### config.mk
export PLATFORM = sky130hd
export DESIGN_NAME = preset_nco_ddc
export DESIGN_NICKNAME = d
export VERILOG_FILES = /design/src/rtl/ddc_pkg.sv /design/src/rtl/ddc_preset_bank.sv /design/src/rtl/ddc_phase_wave.sv /design/src/rtl/ddc_rate_gate.sv /design/src/rtl/ddc_mixer.sv /design/src/rtl/preset_nco_ddc.sv
export SDC_FILE = /design/constraint.sdc
export NUM_CORES = 1
export LEC_CHECK = 0
export ABC_AREA = 1
export BUFFER_PORTS_ARGS = -buffer_cell sky130_fd_sc_hd__buf_4
export CAP_MARGIN = 25
export CORE_AREA = 2 2 178 355
export CTS_BUF_LIST = sky130_fd_sc_hd__clkbuf_8
export CTS_CLUSTER_DIAMETER = 100
export DETAILED_ROUTE_END_ITERATION = 16
export DIE_AREA = 0 0 180 357
export GPL_TIMING_DRIVEN = 0
export HOLD_SLACK_MARGIN = 0.08
export PLACE_DENSITY = 0.69
export SLEW_MARGIN = 30
export SYNTH_ARGS = -nofsm -noshare
export SYNTH_HDL_FRONTEND = slang
export SYNTH_SLANG_ARGS = --single-unit
### constraint.sdc
create_clock -name clk -period 15.9 [get_ports clk]
set_input_delay 3.18 -clock clk [delete_from_list [all_inputs] [get_ports clk]]
set_output_delay 3.18 -clock clk [all_outputs]
set_load 0.02 [all_outputs]
### src/rtl/ddc_pkg.sv
package ddc_pkg;

  localparam real PI_R = 3.14159265358979323846;

  // Entry k of a quarter-wave table with 2**aw entries over [0, pi/2),
  // scaled by amp and rounded half away from zero.
  function automatic int quarter_sine(input int aw, input int amp, input int k);
    real ang;
    real v;
    ang = (PI_R / 2.0) * real'(k) / real'(1 << aw);
    v   = real'(amp) * $sin(ang);
    return (v >= 0.0) ? $rtoi(v + 0.5) : $rtoi(v - 0.5);
  endfunction

endpackage

### src/rtl/ddc_preset_bank.sv
module ddc_preset_bank #(
  parameter int NPRE = 8,
  parameter int PW   = 32,
  localparam int NB  = PW / 8,
  localparam int BAW = $clog2(NB),
  localparam int SAW = $clog2(NPRE),
  localparam int AW  = SAW + BAW
) (
  input  logic          clk,
  input  logic          rst,
  input  logic          wr_en,
  input  logic [AW-1:0] wr_addr,
  input  logic [7:0]    wr_data,
  input  logic          commit,
  input  logic [SAW-1:0] sel,
  output logic [PW-1:0] step_word
);

  logic [PW-1:0]  bank [NPRE];
  logic [SAW-1:0] w_slot;
  logic [BAW-1:0] w_byte;

  assign w_slot = wr_addr[AW-1:BAW];
  assign w_byte = wr_addr[BAW-1:0];

  // Byte-lane write, no reset, so the bank may map onto RAM.
  always_ff @(posedge clk) begin
    if (wr_en) begin
      bank[w_slot][{w_byte, 3'b000} +: 8] <= wr_data;
    end
  end

  // Active increment: changes only on commit and reads the pre-write contents.
  always_ff @(posedge clk) begin
    if (rst) begin
      step_word <= '0;
    end else if (commit) begin
      step_word <= bank[sel];
    end
  end

endmodule

### src/rtl/ddc_phase_wave.sv
module ddc_phase_wave #(
  parameter int PW     = 32,
  parameter int LUT_AW = 8,
  parameter int SW     = 12,
  localparam int AMP   = (1 << (SW - 1)) - 1,
  localparam int QN    = 1 << LUT_AW,
  localparam int PAW   = LUT_AW + 2
) (
  input  logic                 clk,
  input  logic                 rst,
  input  logic [PW-1:0]        step_word,
  output logic [PW-1:0]        phase,
  output logic signed [SW-1:0] cos_q,
  output logic signed [SW-1:0] sin_q
);

  logic signed [SW-1:0] qtab [QN];

  for (genvar k = 0; k < QN; k++) begin : g_tab
    assign qtab[k] = SW'(ddc_pkg::quarter_sine(LUT_AW, AMP, k));
  end

  // Full-circle sine from the quarter table: the low address bit of the
  // quadrant mirrors the index, the high bit negates the result.
  function automatic logic signed [SW-1:0] wave(input logic [PAW-1:0] a);
    logic [LUT_AW-1:0]    k;
    logic [LUT_AW-1:0]    kr;
    logic signed [SW-1:0] mag;
    k  = a[LUT_AW-1:0];
    kr = ~k + 1'b1;
    if (a[LUT_AW]) begin
      mag = (k == '0) ? SW'(AMP) : qtab[kr];
    end else begin
      mag = qtab[k];
    end
    return a[PAW-1] ? -mag : mag;
  endfunction

  logic [PW-1:0]  acc;
  logic [PAW-1:0] a_sin;
  logic [PAW-1:0] a_cos;

  assign a_sin = acc[PW-1 -: PAW];
  assign a_cos = a_sin + PAW'(QN);
  assign phase = acc;

  always_ff @(posedge clk) begin
    if (rst) begin
      acc   <= '0;
      sin_q <= '0;
      cos_q <= '0;
    end else begin
      acc   <= acc + step_word;
      sin_q <= wave(a_sin);
      cos_q <= wave(a_cos);
    end
  end

endmodule

### src/rtl/ddc_rate_gate.sv
module ddc_rate_gate #(
  parameter int GLEN                = 5,
  parameter logic [GLEN-1:0] GMASK  = 5'b00101,
  localparam int CW                 = $clog2(GLEN)
) (
  input  logic clk,
  input  logic rst,
  input  logic full_rate,
  output logic keep
);

  logic [CW-1:0] cnt;

  always_ff @(posedge clk) begin
    if (rst) begin
      cnt <= '0;
    end else begin
      cnt <= (cnt == CW'(GLEN - 1)) ? '0 : cnt + 1'b1;
    end
  end

  assign keep = full_rate | GMASK[cnt];

endmodule

### src/rtl/ddc_mixer.sv
module ddc_mixer #(
  parameter int DW    = 10,
  parameter int SW    = 12,
  parameter int OW    = 12,
  parameter int SHIFT = 8,
  localparam int MW   = DW + SW + 1
) (
  input  logic                 clk,
  input  logic                 rst,
  input  logic                 in_keep,
  input  logic signed [DW-1:0] x,
  input  logic signed [SW-1:0] cos_v,
  input  logic signed [SW-1:0] sin_v,
  output logic                 out_valid,
  output logic signed [OW-1:0] i_out,
  output logic signed [OW-1:0] q_out
);

  localparam logic signed [MW-1:0] TOP = MW'((1 << (OW - 1)) - 1);
  localparam logic signed [MW-1:0] BOT = -MW'(1 << (OW - 1));
  localparam logic signed [MW-1:0] RND = MW'(1 << (SHIFT - 1));

  function automatic logic signed [OW-1:0] shrink(input logic signed [MW-1:0] p);
    logic signed [MW-1:0] r;
    r = (p + RND) >>> SHIFT;
    if (r > TOP) begin
      return TOP[OW-1:0];
    end else if (r < BOT) begin
      return BOT[OW-1:0];
    end
    return r[OW-1:0];
  endfunction

  logic signed [MW-1:0] prod_i;
  logic signed [MW-1:0] prod_q;
  logic                 keep_r;

  always_ff @(posedge clk) begin
    if (rst) begin
      prod_i    <= '0;
      prod_q    <= '0;
      keep_r    <= 1'b0;
      out_valid <= 1'b0;
      i_out     <= '0;
      q_out     <= '0;
    end else begin
      prod_i    <= x * cos_v;
      prod_q    <= -(x * sin_v);
      keep_r    <= in_keep;
      out_valid <= keep_r;
      if (keep_r) begin
        i_out <= shrink(prod_i);
        q_out <= shrink(prod_q);
      end
    end
  end

endmodule

### src/rtl/preset_nco_ddc.sv
module preset_nco_ddc #(
  parameter int IN_W        = 10,
  parameter int OUT_W       = 12,
  parameter int PHASE_W     = 32,
  parameter int NUM_PRESETS = 8,
  parameter int LUT_ADDR_W  = 8,
  parameter int WAVE_W      = 12,
  parameter int PROD_SHIFT  = 8,
  parameter int GATE_LEN    = 5,
  parameter logic [GATE_LEN-1:0] GATE_MASK = 5'b00101,
  localparam int SEL_W      = $clog2(NUM_PRESETS),
  localparam int CFG_AW     = SEL_W + $clog2(PHASE_W / 8)
) (
  input  logic                    clk,
  input  logic                    rst,
  input  logic                    cfg_we,
  input  logic [CFG_AW-1:0]       cfg_addr,
  input  logic [7:0]              cfg_wdata,
  input  logic [SEL_W-1:0]        tune_sel,
  input  logic                    tune_commit,
  input  logic                    full_rate,
  input  logic signed [IN_W-1:0]  adc_data,
  output logic                    out_valid,
  output logic signed [OUT_W-1:0] i_out,
  output logic signed [OUT_W-1:0] q_out
);

  logic [PHASE_W-1:0]       step_word;
  logic [PHASE_W-1:0]       phase;
  logic signed [WAVE_W-1:0] cos_v;
  logic signed [WAVE_W-1:0] sin_v;
  logic                     keep;
  logic signed [IN_W-1:0]   x_q;
  logic                     keep_q;

  ddc_preset_bank #(.NPRE(NUM_PRESETS), .PW(PHASE_W)) u_bank (
    .clk       (clk),
    .rst       (rst),
    .wr_en     (cfg_we),
    .wr_addr   (cfg_addr),
    .wr_data   (cfg_wdata),
    .commit    (tune_commit),
    .sel       (tune_sel),
    .step_word (step_word)
  );

  ddc_phase_wave #(.PW(PHASE_W), .LUT_AW(LUT_ADDR_W), .SW(WAVE_W)) u_wave (
    .clk       (clk),
    .rst       (rst),
    .step_word (step_word),
    .phase     (phase),
    .cos_q     (cos_v),
    .sin_q     (sin_v)
  );

  ddc_rate_gate #(.GLEN(GATE_LEN), .GMASK(GATE_MASK)) u_gate (
    .clk       (clk),
    .rst       (rst),
    .full_rate (full_rate),
    .keep      (keep)
  );

  // Capture stage, aligned with the registered table outputs.
  always_ff @(posedge clk) begin
    if (rst) begin
      x_q    <= '0;
      keep_q <= 1'b0;
    end else begin
      x_q    <= adc_data;
      keep_q <= keep;
    end
  end

  ddc_mixer #(.DW(IN_W), .SW(WAVE_W), .OW(OUT_W), .SHIFT(PROD_SHIFT)) u_mix (
    .clk       (clk),
    .rst       (rst),
    .in_keep   (keep_q),
    .x         (x_q),
    .cos_v     (cos_v),
    .sin_v     (sin_v),
    .out_valid (out_valid),
    .i_out     (i_out),
    .q_out     (q_out)
  );

endmodule

==> results.toml <==
[worst_setup_path]
crit_required_ns = 16.45
cp-end-kind = "register"
arrival_ns = 7.33
r2r_start = "x_q[9]$_SDFF_PP0_"
worst-r2r-setup-slack_ns = 9.12
critical_path_class = "register to register"
setup.worst_path.start_class = "register"
rr_endpoint = "u_mix.prod_q[21]$_SDFF_PP0_"
path_max_fanout = 10
crit_end = "u_mix.prod_q[21]$_SDFF_PP0_"
r2r_cells = 23
critPathLaunch = "x_q[9]$_SDFF_PP0_"

[timing]
setup_ws_ns = 9.117
setup_tns_ns = 0
tightest_slew_ns = 1.033
maxSlewViolCount = 0
skew_ns = 0.05533
rsz0062_at_grt = "no"
finalCriticalPeriod_ns = 6.783
max_freq_mhz = 147.4
fin_hold_ws_ns = 0.3958
hold_viol = 0
period_share_pct = 42.66
slew-limit-headroom_pct = 30.88
setup_viol_count_final = 0

[grt]
grt.overflow.total = 0
track_usage_pct = 32.60
grt_pass1_wl_um = 162400
antenna_found_initial = 1
first_global_vias = 28247
grt_max_degree = 19

[clock_tree]
clkTransAtPathRegs_ns = 0.08
clock-root-buffer = "clkbuf_8"
cts_tree = "yes"
cts_resized = 0
cts.path.max_buffers = 3
hold_buffers = 0
postCtsSetupRepairBufs = 0
numClockSinks = 416
cts_max_level = 2
insertion_delay_ns = 0.70
cts_inserted_buffers = 58

[finish]
finalInstanceArea_sq_um = 35070
final-instance-count-excl-fill = 5032
final_nets = 4622
area_delta_synth_final_pct = 8.332
fill_cells = 5778
drive_gt1_share_pct = 6.148

[logic_synthesis]
synthArstFlopShare_pct = 0
yosysUniqueCellTypes = 52
synth-adder-area-share_pct = 20.25
synthCells = 4085
yosys.area_share.simple_pct = 19.41
synth-compound-area-share_pct = 13.34
synth_area_sq_um = 32380
syn_nets = 4511
synth_top_family_by_area = "adder cells"
yosys-top-cells-count = "nand2_1 (868), inv_1 (629), o21ai_0 (338)"
synth-edff-count = 256
ys_seq_area_share_pct = 33.64
synth-main-ff-cell = "edfxtp_1"
postSynthAreaPerCell_sq_um = 7.926
synth-xor-area-share_pct = 1.407
yosysWarningCount = 0
synth_top_area_share_pct = 23.74
synth_area_leaders = "edfxtp_1 (24%), fa_1 (13%), nand2_1 (10%), dfxtp_1 (9.9%), inv_1 (7.3%)"
yosysTopAreaCell = "edfxtp_1"
synthMuxAreaShare_pct = 1.979
synth_most_common_cell = "nand2_1"
synth_seq_cells = 416

[pwr]
swShare_pct = 49.96
powerDensity_nw_per_um2 = 158.6
seqPwrFrac_pct = 23.6
p_int_mw = 2.784
p_comb_share_pct = 59.7
clkPwrFrac_pct = 16.6
vdd_drop_max_uv = 115.6
p_leak_nw = 16.60
p_sw_mw = 2.780

[detailed_routing]
highest_layer = "met4"
wl_per_cell_um = 21.03
drc = 0
wl_met2_um = 46860
vias = 29205
antenna_left = 0
wl_met3_um = 9482
wl_um = 105800
via_per_inst = 5.804
first_pass_iters = 5
drt_iter0_drc = 3087
wl_met1_um = 44180

[placed_design]
dpl_cell_area_sq_um = 33760
portBuffers = 51
post-place-cells = 4922
place_hpwl_um = 80300
gp_congestion = 0.9972
pre_cts_ws_ns = 9.227

[floorplan]
start_util_pct = 52.65
rows = 129
core_area_sq_um = 61500
dieWidth_um = 180
die_h_um = 357
dieArea_sq_um = 64260
ios = 56

[status]
status = "complete, no violations"

[min_path]
hp-class = "register to register"

[job]
cap_violations = 0
worst min-delay path by stage:
stage	from	endpoint	depth (start not counted)
floorplan	keep_q$_SDFF_PP0_	u_mix.keep_r$_SDFF_PP0_	2
global placement	keep_q$_SDFF_PP0_	u_mix.keep_r$_SDFF_PP0_	2
detailed placement	keep_q$_SDFF_PP0_	u_mix.keep_r$_SDFF_PP0_	2
CTS	keep_q$_SDFF_PP0_	u_mix.keep_r$_SDFF_PP0_	2
global route	keep_q$_SDFF_PP0_	u_mix.keep_r$_SDFF_PP0_	2
finish	keep_q$_SDFF_PP0_	u_mix.keep_r$_SDFF_PP0_	2
cell usage in the layout, fill, tap and decap left out, drive strengths merged, types with 5 or more instances in the layout:
cell    instances
o211ai         53
clkbuf        197
nand2         877
buf           112
nor3           35
inv           649
nand4          22
edfxtp        256
a21o            7
fa            215
o21ai         359
o31ai           5
nand3b          6
clkinv         25
xor2           27
ha            180
nand3         236
bufinv          5
mux2i          64
xnor2          25
o21bai          7
a31oi          17
dfxtp         160
or2            17
a21oi         320
nor2          324
o21a           14
per-stage QoR:
step | utilization (%) | total power [mW]
after global routing | 57.04 | 6.006
final | 57.04 | 5.565
after detailed placement | 54.90 | 4.587
after CTS | 57.01 | 5.530
after floorplan | - | 3.651
after global placement | 54.87 | 4.576
flip-flops by register name (all words and copies together) (netlist names), 12 cells and up, named ones only:
register and cells:
u_wave.sin_q 12, u_wave.phase 32, u_mix.prod_q 16, u_bank.step_word 32
u_mix.q_out 12, u_wave.cos_q 12, u_bank.bank 256, u_mix.prod_i 15
u_mix.i_out 12
routing by layer:
metal	vias up	GRT usage, %
li1	13502	-
met1	14028	45.42
met2	1397	50.54
met3	278	4.612
met4	0	15.07
met5	-	0
power groups by stage:
stage,sequential (mW),clock (mW),combinational (mW)
2_1_floorplan,1.32,0,2.33
3_3_place_gp,1.34,0,3.24
3_5_place_dp,1.34,0,3.25
4_1_cts,1.32,0.937,3.28
5_1_grt,1.32,0.972,3.71
6_report,1.32,0.926,3.32
logic make-up after synthesis:
family	Yosys count
flip-flops	416
XOR/XNOR	52
AO/OA/AOI/OAI	802
AND/OR/NAND/NOR	1525
adder cells (fa/ha/maj)	395
buffers and inverters	831
multiplexers	64
final cells by class:
type / instances / area [sq um] / area share, %
Multi-Input combinational cell: 2838 / 18290 / 52.13
Clock buffer: 69 / 949.7 / 2.708
Tap cell: 786 / 983.4 / 2.804
Clock inverter: 40 / 346.6 / 0.9881
Buffer: 189 / 824.5 / 2.351
Timing Repair Buffer: 51 / 382.9 / 1.092
Sequential cell: 416 / 10890 / 31.05
Inverter: 642 / 2410 / 6.870
Antenna cell: 1 / 2.502 / 0.007134
worst max-delay path, cell delays in order, from the launching register on:
cell and delay [ns]:
dfxtp_1 0.34, inv_1 0.29, buf_1 0.58, nor2_1 0.14
fa_1 0.53, fa_1 0.52, fa_1 0.54, fa_1 0.56
inv_1 0.06, fa_1 0.58, inv_1 0.06, ha_1 0.37
a21oi_1 0.28, nor2_1 0.07, nor2_1 0.13, nand2_1 0.09
a31oi_1 0.23, o21bai_1 0.11, xnor2_1 0.31, inv_1 0.07
nor2_1 0.25, nand4_1 0.28, nor2_1 0.16, nor2_1 0.05
No activity file was read; power rests on OpenSTA's default activity.
